$ cat src/rtl/modem_regif_pkg.sv
package modem_regif_pkg;
  localparam int unsigned BUS_W  = 8;
  localparam int unsigned ADDR_W = 3;

  localparam logic [ADDR_W-1:0] RA_CTRLA  = 3'd0;
  localparam logic [ADDR_W-1:0] RA_CTRLB  = 3'd1;
  localparam logic [ADDR_W-1:0] RA_DETECT = 3'd2;
  localparam logic [ADDR_W-1:0] RA_TONE   = 3'd3;

  localparam int unsigned CTRLA_DPSK_BIT    = 0;
  localparam int unsigned CTRLB_BAUDSEL_BIT = 0;

  typedef struct packed {
    logic [ADDR_W-1:0] addr;
    logic              sel;
  } bus_latch_t;
endpackage

$ cat src/rtl/modem_bus_latch.sv
module modem_bus_latch
  import modem_regif_pkg::*;
(
  input  logic              clk,
  input  logic              rst_n,
  input  logic              ale,
  input  logic              cs_n,
  input  logic              rd_n,
  input  logic              wr_n,
  input  logic [ADDR_W-1:0] addr_in,
  output bus_latch_t        lat_q,
  output logic              wr_pulse,
  output logic              rd_end
);
  logic       ale_q, rd_q, wr_q;
  logic       ale_fall;
  bus_latch_t lat_d;

  assign ale_fall = ale_q & ~ale;
  assign wr_pulse = ~wr_q & wr_n;
  assign rd_end   = ~rd_q & rd_n;

  always_comb begin
    lat_d = lat_q;
    if (ale_fall) begin
      lat_d.addr = addr_in;
      lat_d.sel  = ~cs_n;
    end
  end

  always_ff @(posedge clk or negedge rst_n) begin
    if (!rst_n) begin
      ale_q <= 1'b0;
      rd_q  <= 1'b1;
      wr_q  <= 1'b1;
      lat_q <= '0;
    end else begin
      ale_q <= ale;
      rd_q  <= rd_n;
      wr_q  <= wr_n;
      lat_q <= lat_d;
    end
  end
endmodule

$ cat src/rtl/modem_reg_bank.sv
module modem_reg_bank
  import modem_regif_pkg::*;
#(
  parameter int unsigned DET_W = 4
) (
  input  logic              clk,
  input  logic              rst_n,
  input  bus_latch_t        lat,
  input  logic              wr_pulse,
  input  logic              rd_end,
  input  logic [BUS_W-1:0]  wdata,
  input  logic [DET_W-1:0]  det_evt,
  output logic [BUS_W-1:0]  rdata,
  output logic [BUS_W-1:0]  ctrla_q,
  output logic [BUS_W-1:0]  ctrlb_q,
  output logic [BUS_W-1:0]  tone_q,
  output logic [DET_W-1:0]  det_q
);
  logic             wr_en, det_clr;
  logic             ctrla_en, ctrlb_en, tone_en;
  logic [BUS_W-1:0] ctrla_d, ctrlb_d, tone_d;
  logic [DET_W-1:0] det_d;
  logic [BUS_W-1:0] det_ext;

  assign wr_en    = wr_pulse & lat.sel;
  assign ctrla_en = wr_en & (lat.addr == RA_CTRLA);
  assign ctrlb_en = wr_en & (lat.addr == RA_CTRLB);
  assign tone_en  = wr_en & (lat.addr == RA_TONE);
  assign det_clr  = rd_end & lat.sel & (lat.addr == RA_DETECT);

  always_comb begin
    ctrla_d = ctrla_en ? wdata : ctrla_q;
    ctrlb_d = ctrlb_en ? wdata : ctrlb_q;
    tone_d  = tone_en  ? wdata : tone_q;
  end

  for (genvar i = 0; i < DET_W; i++) begin : g_flag
    assign det_d[i] = det_evt[i] | (det_q[i] & ~det_clr);
  end

  always_comb begin
    det_ext = '0;
    for (int j = 0; j < DET_W; j++) det_ext[j] = det_q[j];
  end

  always_comb begin
    unique case (lat.addr)
      RA_CTRLA:  rdata = ctrla_q;
      RA_CTRLB:  rdata = ctrlb_q;
      RA_DETECT: rdata = det_ext;
      RA_TONE:   rdata = tone_q;
      default:   rdata = '0;
    endcase
  end

  always_ff @(posedge clk or negedge rst_n) begin
    if (!rst_n) begin
      ctrla_q <= '0;
      ctrlb_q <= '0;
      tone_q  <= '0;
      det_q   <= '0;
    end else begin
      ctrla_q <= ctrla_d;
      ctrlb_q <= ctrlb_d;
      tone_q  <= tone_d;
      det_q   <= det_d;
    end
  end
endmodule

$ cat src/rtl/modem_clk_sel.sv
module modem_clk_sel #(
  parameter int unsigned DIV_HALF = 4
) (
  input  logic clk,
  input  logic rst_n,
  input  logic dpsk_on,
  input  logic baud_req,
  output logic clk_out
);
  localparam int unsigned CNT_W = (DIV_HALF > 1) ? $clog2(DIV_HALF) : 1;
  localparam logic [CNT_W-1:0] CNT_LAST = CNT_W'(DIV_HALF - 1);

  logic [CNT_W-1:0] cnt_q, cnt_d;
  logic             baud_q, baud_d;
  logic             wrap, use_baud;

  assign wrap     = (cnt_q == CNT_LAST);
  assign use_baud = dpsk_on & baud_req;

  always_comb begin
    cnt_d  = wrap ? '0 : cnt_q + 1'b1;
    baud_d = wrap ? ~baud_q : baud_q;
  end

  always_ff @(posedge clk or negedge rst_n) begin
    if (!rst_n) begin
      cnt_q  <= '0;
      baud_q <= 1'b0;
    end else begin
      cnt_q  <= cnt_d;
      baud_q <= baud_d;
    end
  end

  assign clk_out = use_baud ? baud_q : clk;
endmodule

$ cat src/rtl/modem_regif.sv
module modem_regif
  import modem_regif_pkg::*;
#(
  parameter int unsigned DET_W    = 4,
  parameter int unsigned DIV_HALF = 4
) (
  input  logic             clk,
  input  logic             rst_n,
  input  logic             ale,
  input  logic             cs_n,
  input  logic             rd_n,
  input  logic             wr_n,
  input  logic [7:0]       ad_in,
  output logic [7:0]       ad_out,
  output logic             ad_oe,
  input  logic [DET_W-1:0] det_evt,
  output logic             irq_n,
  output logic             clk_out
);
  bus_latch_t       lat_q;
  logic             wr_pulse, rd_end;
  logic [BUS_W-1:0] rdata, ctrla_q, ctrlb_q, tone_q;
  logic [DET_W-1:0] det_q;
  logic             cs_lat;

  modem_bus_latch u_latch (
    .clk(clk), .rst_n(rst_n), .ale(ale), .cs_n(cs_n), .rd_n(rd_n),
    .wr_n(wr_n), .addr_in(ad_in[ADDR_W-1:0]), .lat_q(lat_q),
    .wr_pulse(wr_pulse), .rd_end(rd_end)
  );

  modem_reg_bank #(.DET_W(DET_W)) u_bank (
    .clk(clk), .rst_n(rst_n), .lat(lat_q), .wr_pulse(wr_pulse),
    .rd_end(rd_end), .wdata(ad_in), .det_evt(det_evt), .rdata(rdata),
    .ctrla_q(ctrla_q), .ctrlb_q(ctrlb_q), .tone_q(tone_q), .det_q(det_q)
  );

  modem_clk_sel #(.DIV_HALF(DIV_HALF)) u_clk (
    .clk(clk), .rst_n(rst_n), .dpsk_on(ctrla_q[CTRLA_DPSK_BIT]),
    .baud_req(ctrlb_q[CTRLB_BAUDSEL_BIT]), .clk_out(clk_out)
  );

  assign cs_lat = lat_q.sel;
  assign ad_oe  = ~rd_n & cs_lat;
  assign ad_out = ad_oe ? rdata : '0;
  assign irq_n  = ~(|det_q);
endmodule

$ cat config.mk
export PLATFORM = sky130hd
export DESIGN_NAME = modem_regif
export DESIGN_NICKNAME = d
export VERILOG_FILES = /design/src/rtl/modem_regif_pkg.sv /design/src/rtl/modem_bus_latch.sv /design/src/rtl/modem_reg_bank.sv /design/src/rtl/modem_clk_sel.sv /design/src/rtl/modem_regif.sv
export SDC_FILE = /design/constraint.sdc
export NUM_CORES = 1
export LEC_CHECK = 0
export ABC_AREA = 1
export BUFFER_PORTS_ARGS = -buffer_cell sky130_fd_sc_hd__buf_4
export CORE_MARGIN = 2
export CORE_UTILIZATION = 55
export DETAILED_ROUTE_END_ITERATION = 8
export PLACE_DENSITY = 0.8
export SYNTH_ARGS = -nofsm -noshare
export SYNTH_HDL_FRONTEND = slang
export SYNTH_SLANG_ARGS = --single-unit
$ cat constraint.sdc
create_clock -name clk -period 2.2 [get_ports clk]
set_input_delay 0.11 -clock clk [delete_from_list [all_inputs] [get_ports clk]]
set_output_delay 0.11 -clock clk [all_outputs]
set_load 0.05 [all_outputs]
==> results_dict.tcl, run 1 <==
set metrics [dict create \
    drive_gt1_frac 0.2082 \
    via_per_inst 5.263 \
    cpLargestDelayFamily "flip-flops" \
    synth_area_leader_cell "dfrtp_1" \
    rows 21 \
    switching_share 0.3447 \
    synth_seq_cells 38 \
    whs_ps 144.0 \
    fp.dieArea_um2 3966 \
    die_x_um 62.98 \
    r2r_slack_ps 640 \
    synth-edff-count 0 \
    crit_buf_inv 2 \
    io_pins 29 \
    startpoint "u_latch.lat_q[1]$_DFFE_PN0P_" \
    p_leak_nw 1.279 \
    grt_pass1_vias 1601 \
    rsz0062_at_grt "no" \
    coreArea_um2 3337 \
    drt-pass1-iter-count 4 \
    dr_total_vias 1658 \
    routedWlPerCell_um 13.35 \
    antenna_cells 0 \
    slew_violations 0 \
    synth_fp_nets 240 \
    grt_pass1_wl_mm 7.389 \
    grt_overflow 0 \
    gp_congestion 0.7911 \
    clkTransAtPathRegs_ps 110 \
    yosysUniqueCellTypes 24 \
    peakVddDrop_uv 692.6 \
    grt_util_all_layers 0.2448 \
    synth_compound_area_frac 0.07652 \
    synth_flop_cell "dfrtp_1" \
    yosys-top-cells-area "dfrtp_1, nand2_1, nand3_1" \
    worst_setup_path_end_kind "output pin" \
    drt_iter0_markers 75 \
    fin_nets 287 \
    cp_cell_sequence "inv_2 > nand4_1 > nand2_1 > nor2_1 > nor2_1 > buf_4" \
    clock_latency_ps 450 \
    p_comb_frac 0.180 \
    cp-endpoint "ad_out[1]" \
    outcome "finished clean" \
    start_kind "flip-flop" \
    r2r_end "u_bank.det_q[0]$_DFF_PN0_" \
    maxCapViolCount 0 \
    p_sw_uw 628.6 \
    path_depth 6 \
    finClkSkew_ps 6.214 \
    portBuffers 28 \
    yosysSeqAreaShare 0.4984 \
    cp_slowest_cell "dfrtp_1" \
    final_cells 315 \
    cp_common_cell "nor2_1" \
    die_h_um 62.98 \
    tns_ps 0 \
    internal-power_mw 1.195 \
    fmax_mhz 502.3 \
    ant_nets 0 \
    hold_viol 0 \
    yosys.area_share.xor_xnor 0.004578 \
    dp_hpwl_mm 2.704 \
    start_util 0.5733 \
    hp-class "in -> async" \
    p_clk_frac 0.316 \
    r2r_cells 6 \
    cts_setup_buffers 0 \
    synth_adder_area_share 0.006540 \
    synth.top_cell.area_share 0.4709 \
    antenna_found_initial 0 \
    syn_area_um2 1913 \
    dp.cells 287 \
    cp.arrival_ps 1880 \
    finalCritPeriodShare 0.9049 \
    p_seq_frac 0.504 \
    slew_headroom 0.6827 \
    synth_mux_area_frac 0.005886 \
    wl_mm 4.205 \
    path_class "reg -> out" \
    worstPathRequired_ps 2090 \
    drc 0 \
    power_per_cell_area_nw_per_um2 774.2 \
    setup_viol 0 \
    syn_inst 221 \
    avgSynthCellArea_um2 8.656 \
    period_needed_ps 1991 \
    synth_warnings 0 \
    crit_fanout 15 \
    async_flop_share 1.000 \
    cts_tree "built" \
    cpPeakStageDelay_ps 550 \
    grt_max_degree 39 \
    tightestPinTransition_ps 476.0 \
    rr_startpoint "u_latch.lat_q[1]$_DFFE_PN0P_" \
    synthToLayoutAreaGrowth_pct 23.15 \
    synth-simple-area-share 0.3342 \
    synth_top_family_by_area "simple AND/OR/NAND/NOR gates" \
]
-- power groups by stage --
| stage | clock network, mW | logic (mW) | registers [mW] |
|---|---|---|---|
| floorplan | 0.0895 | 0.260 | 0.884 |
| global placement | 0.118 | 0.297 | 0.923 |
| detailed placement | 0.118 | 0.304 | 0.930 |
| CTS | 0.590 | 0.329 | 0.916 |
| global route | 0.632 | 0.373 | 0.936 |
| finish | 0.577 | 0.328 | 0.919 |
-- timing repair --
action                     4_1_cts  5_1_grt
hold buffers                    17        0
setup endpoints to repair        0        8
gates resized for setup          0        1
hold endpoints to repair        73        0
-- cell type report --
| class | count | area, um^2 |
|---|---|---|
| Clock buffer | 11 | 85.08 |
| Inverter | 14 | 52.55 |
| Sequential cell | 38 | 954.7 |
| Timing Repair Buffer | 45 | 380.4 |
| Multi-Input combinational cell | 160 | 820.8 |
| Fill cell | 267 | 980.9 |
| Tap cell | 46 | 57.56 |
| Clock inverter | 1 | 5.005 |
-- through the flow --
step / util / instance area [um^2] / power, mW / worst slack (ps)
global route: 0.7060 / 2356 / 1.941 / 48.12
finish: 0.7060 / 2356 / 1.824 / 209.2
global placement: 0.6299 / 2102 / 1.338 / 629.8
CTS: 0.7057 / 2355 / 1.836 / 71.93
detailed placement: 0.6299 / 2102 / 1.352 / 578.3
floorplan: - / 1916 / 1.233 / 155.4
-- kinds of logic (layout without fill, tap and decap cells) --
family | count (synthesis) | count (layout)
flip-flops | 38 | 38
buffers and inverters | 23 | 71
AO/OA/AOI/OAI | 29 | 29
adder cells (fa/ha/maj) | 1 | 1
AND/OR/NAND/NOR | 128 | 128
multiplexers | 1 | 1
XOR/XNOR | 1 | 1
-- registers in the layout, indices dropped and copies added (netlist names) --
signal,flops
u_latch.rd_q,1
u_bank.ctrlb_q,8
u_latch.ale_q,1
u_bank.ctrla_q,8
u_clk.cnt_q,2
u_bank.det_q,4
u_latch.lat_q,4
u_clk.baud_q,1
u_latch.wr_q,1
u_bank.tone_q,8
-- cell usage in the layout, fill, tap and decap left out, drive strengths merged, types with 2 or more instances in the layout --
cell and count:
dfrtp 36, nand3 22, clkbuf 10, nor2 19
dlygate4sd3 17, nand2 74, nand4 12, buf 29
o21ai 25, a21oi 3, inv 14, dfstp 2
-- cells in the mapped netlist (2+ instances only) --
| cell type | number |
|---|---|
| dfrtp_1 | 36 |
| nand2_1 | 71 |
| dfstp_2 | 2 |
| nand4_1 | 12 |
| inv_1 | 11 |
| nand3_1 | 21 |
| o21ai_1 | 8 |
| nor2_1 | 14 |
| o21ai_0 | 17 |
| a21oi_1 | 3 |
| nor2_8 | 3 |
| inv_2 | 3 |
| buf_6 | 5 |
| nand2_4 | 3 |
| buf_2 | 2 |
| nor2_4 | 2 |
-- worst min-delay path by stage --
stage               start                       endpoint  cells after the start
floorplan           rst_n  u_bank.ctrla_q[0]$_DFFE_PN0P_                      0
global placement    rst_n  u_bank.ctrla_q[7]$_DFFE_PN0P_                      1
detailed placement  rst_n  u_bank.ctrla_q[7]$_DFFE_PN0P_                      1
CTS                 rst_n   u_latch.lat_q[2]$_DFFE_PN0P_                      2
global route        rst_n       u_clk.baud_q$_DFFE_PN0P_                      2
finish              rst_n  u_bank.ctrla_q[7]$_DFFE_PN0P_                      2
-- metal layers --
layer / share of wire / routed length, um / GRT usage / vias to the layer above
met2: 0.49 / 2062 / 0.3710 / 42
met5: 0 / 0 / 0 / -
met1: 0.44 / 1840 / 0.3186 / 776
met3: 0.050 / 209 / 0.06486 / 9
li1: - / - / - / 831
met4: 0.022 / 92 / 0.1361 / 0
Power figures use the tool's default switching activity.
==> run 2, diff against run 1 <==
--- a/config.mk
+++ b/config.mk
@@ -7,10 +7,13 @@
 export LEC_CHECK = 0
 export ABC_AREA = 1
 export BUFFER_PORTS_ARGS = -buffer_cell sky130_fd_sc_hd__buf_4
+export CELL_PAD_IN_SITES_DETAIL_PLACEMENT = 0
+export CELL_PAD_IN_SITES_GLOBAL_PLACEMENT = 1
 export CORE_MARGIN = 2
-export CORE_UTILIZATION = 55
+export CORE_UTILIZATION = 45
 export DETAILED_ROUTE_END_ITERATION = 8
-export PLACE_DENSITY = 0.8
+export GPL_TIMING_DRIVEN = 0
+export PLACE_DENSITY = 0.86
 export SYNTH_ARGS = -nofsm -noshare
 export SYNTH_HDL_FRONTEND = slang
 export SYNTH_SLANG_ARGS = --single-unit
==> run 2 against run 1 <==
Net effect:
- sequential cell count is the same
- clock power up 22%
- critical endpoint is now ad_out[0]
- wire length increased by 6.0%
- final cell count is 3.5% higher
- utilization shrank 9.6 points
- worst setup slack gained 60 ps
- cell area increased by 5.1%
- first-iteration DRC count is 9.3% higher
==> results_dict.tcl, run 2 (synthesis results as in run 1) <==
set metrics [dict create \
    synthToLayoutAreaGrowth_pct 29.43 \
    cp_cell_sequence "buf_6 > inv_2 > buf_4 > nand4_1 > nand2_1 > nor2_1 > nor2_1 > buf_4" \
    dp_hpwl_mm 2.966 \
    cts_hold_buffers 17 \
    final_cell_mix "nand2_1, dfrtp_1, buf_4" \
    path_class "reg -> out" \
    grt_util_all_layers 0.2072 \
    r2r_slack_ps 930 \
    fin_nets 295 \
    r2r_cells 6 \
    cpLargestDelayFamily "buffers and inverters" \
    startpoint "u_latch.lat_q[1]$_DFFE_PN0P_" \
    crit_fanout 10 \
    design_area_um2 2476 \
    path_depth 8 \
    routedWlPerCell_um 13.67 \
    r2r_end "u_bank.ctrla_q[5]$_DFFE_PN0P_" \
    die_h_um 69.20 \
    cts_setup_buffers 0 \
    finClkSkew_ps 3.880 \
    grt_max_degree 39 \
    grt_overflow 0 \
    peakVddDrop_uv 725.3 \
    worst_setup_path_end_kind "output pin" \
    portBuffers 28 \
    antenna_found_initial 0 \
    start_kind "flip-flop" \
    fmax_mhz 517.9 \
    ant_nets 0 \
    clkTransAtPathRegs_ps 70 \
    via_per_inst 5.025 \
    top_regs "u_bank.ctrla_q x8, u_bank.ctrlb_q x8, u_bank.tone_q x8" \
    coreArea_um2 4058 \
    tightestPinTransition_ps 488.5 \
    cpPeakStageDelay_ps 380 \
    start_util 0.4715 \
    slew_headroom 0.6743 \
    finalCritPeriodShare 0.8777 \
    power_per_cell_area_nw_per_um2 803.8 \
    die_x_um 69.20 \
    rows 23 \
    io_pins 29 \
    whs_ps 222.1 \
    drt-pass1-iter-count 5 \
    cp_slowest_cell "dfrtp_1" \
    clock_latency_ps 390 \
    drt_iter0_markers 82 \
    grt_pass1_vias 1652 \
    wl_mm 4.458 \
    cts_tree "built" \
    final_cells 326 \
    gp_congestion 0.7584 \
    p_leak_nw 1.336 \
    cp-endpoint "ad_out[0]" \
    drive_gt1_frac 0.2210 \
    layout_commonest_cell "nand2_1" \
    fp.dieArea_um2 4789 \
    maxCapViolCount 0 \
    slew_violations 0 \
    antenna_cells 0 \
    drc 0 \
    outcome "finished clean" \
    rr_startpoint "u_latch.lat_q[2]$_DFFE_PN0P_" \
    rsz0062_at_grt "no" \
    tns_ps 0 \
    cp.arrival_ps 1820 \
    crit_buf_inv 4 \
    worstPathRequired_ps 2090 \
    grt_pass1_wl_mm 7.859 \
    hp-class "in -> async" \
    setup_viol 0 \
    ctsResizeCount 0 \
    dr_total_vias 1638 \
    dpl_cell_area_um2 2188 \
    period_needed_ps 1931 \
    hold_viol 0 \
    dp.cells 299 \
]
[run 2: routing by layer]
| layer | GRT usage | vias up | routed length [um] |
|---|---|---|---|
| met5 | 0 | - | 0 |
| met3 | 0.04506 | 8 | 137 |
| li1 | - | 844 | - |
| met4 | 0.07843 | 0 | 71 |
| met2 | 0.3205 | 27 | 2105 |
| met1 | 0.2860 | 759 | 2144 |
[run 2: cell type report]
type | instances | area, um^2
repair buffers | 44 | 372.9
clock buffers | 11 | 125.1
well taps | 50 | 62.56
fillers | 370 | 1582
flip-flops and latches | 38 | 953.4
multi-input cells | 160 | 820.8
inverters | 14 | 52.55
plain buffers | 9 | 88.84
[run 2: report_power, final]
part           total (mW)  switching [mW]  leakage (nW)  internal, mW
sequential          0.894          0.0720         0.472         0.822
combinational       0.392           0.241         0.797         0.151
clock               0.704           0.336        0.0678         0.368
[run 2: worst reg2reg max path: cells and delay by family, from the launching register on]
family	cells	cell delay [ps]
AND/OR/NAND/NOR	5	690
buffers and inverters	1	140
flip-flops	1	380
[run 2: how the worst min path moves through the flow]
stage               depth (start not counted)  startpoint                             to  slack [ps]
finish                                      2       rst_n  u_bank.ctrlb_q[4]$_DFFE_PN0P_         220
global route                                2       rst_n  u_bank.ctrla_q[6]$_DFFE_PN0P_         280
CTS                                         2       rst_n   u_latch.lat_q[0]$_DFFE_PN0P_         240
detailed placement                          1       rst_n  u_bank.ctrla_q[6]$_DFFE_PN0P_         110
global placement                            1       rst_n  u_bank.ctrlb_q[6]$_DFFE_PN0P_         110
floorplan                                   0       rst_n  u_bank.ctrla_q[0]$_DFFE_PN0P_        -190
[run 2: stage by stage]
stage | util | worst slack, ps | power (mW)
6_report | 0.6102 | 269.0 | 1.990
5_1_grt | 0.6102 | 186.1 | 2.110
4_1_cts | 0.6102 | 250.6 | 1.997
3_5_place_dp | 0.5393 | 659.5 | 1.394
3_3_place_gp | 0.5393 | 659.3 | 1.383
2_1_floorplan | - | 155.4 | 1.233
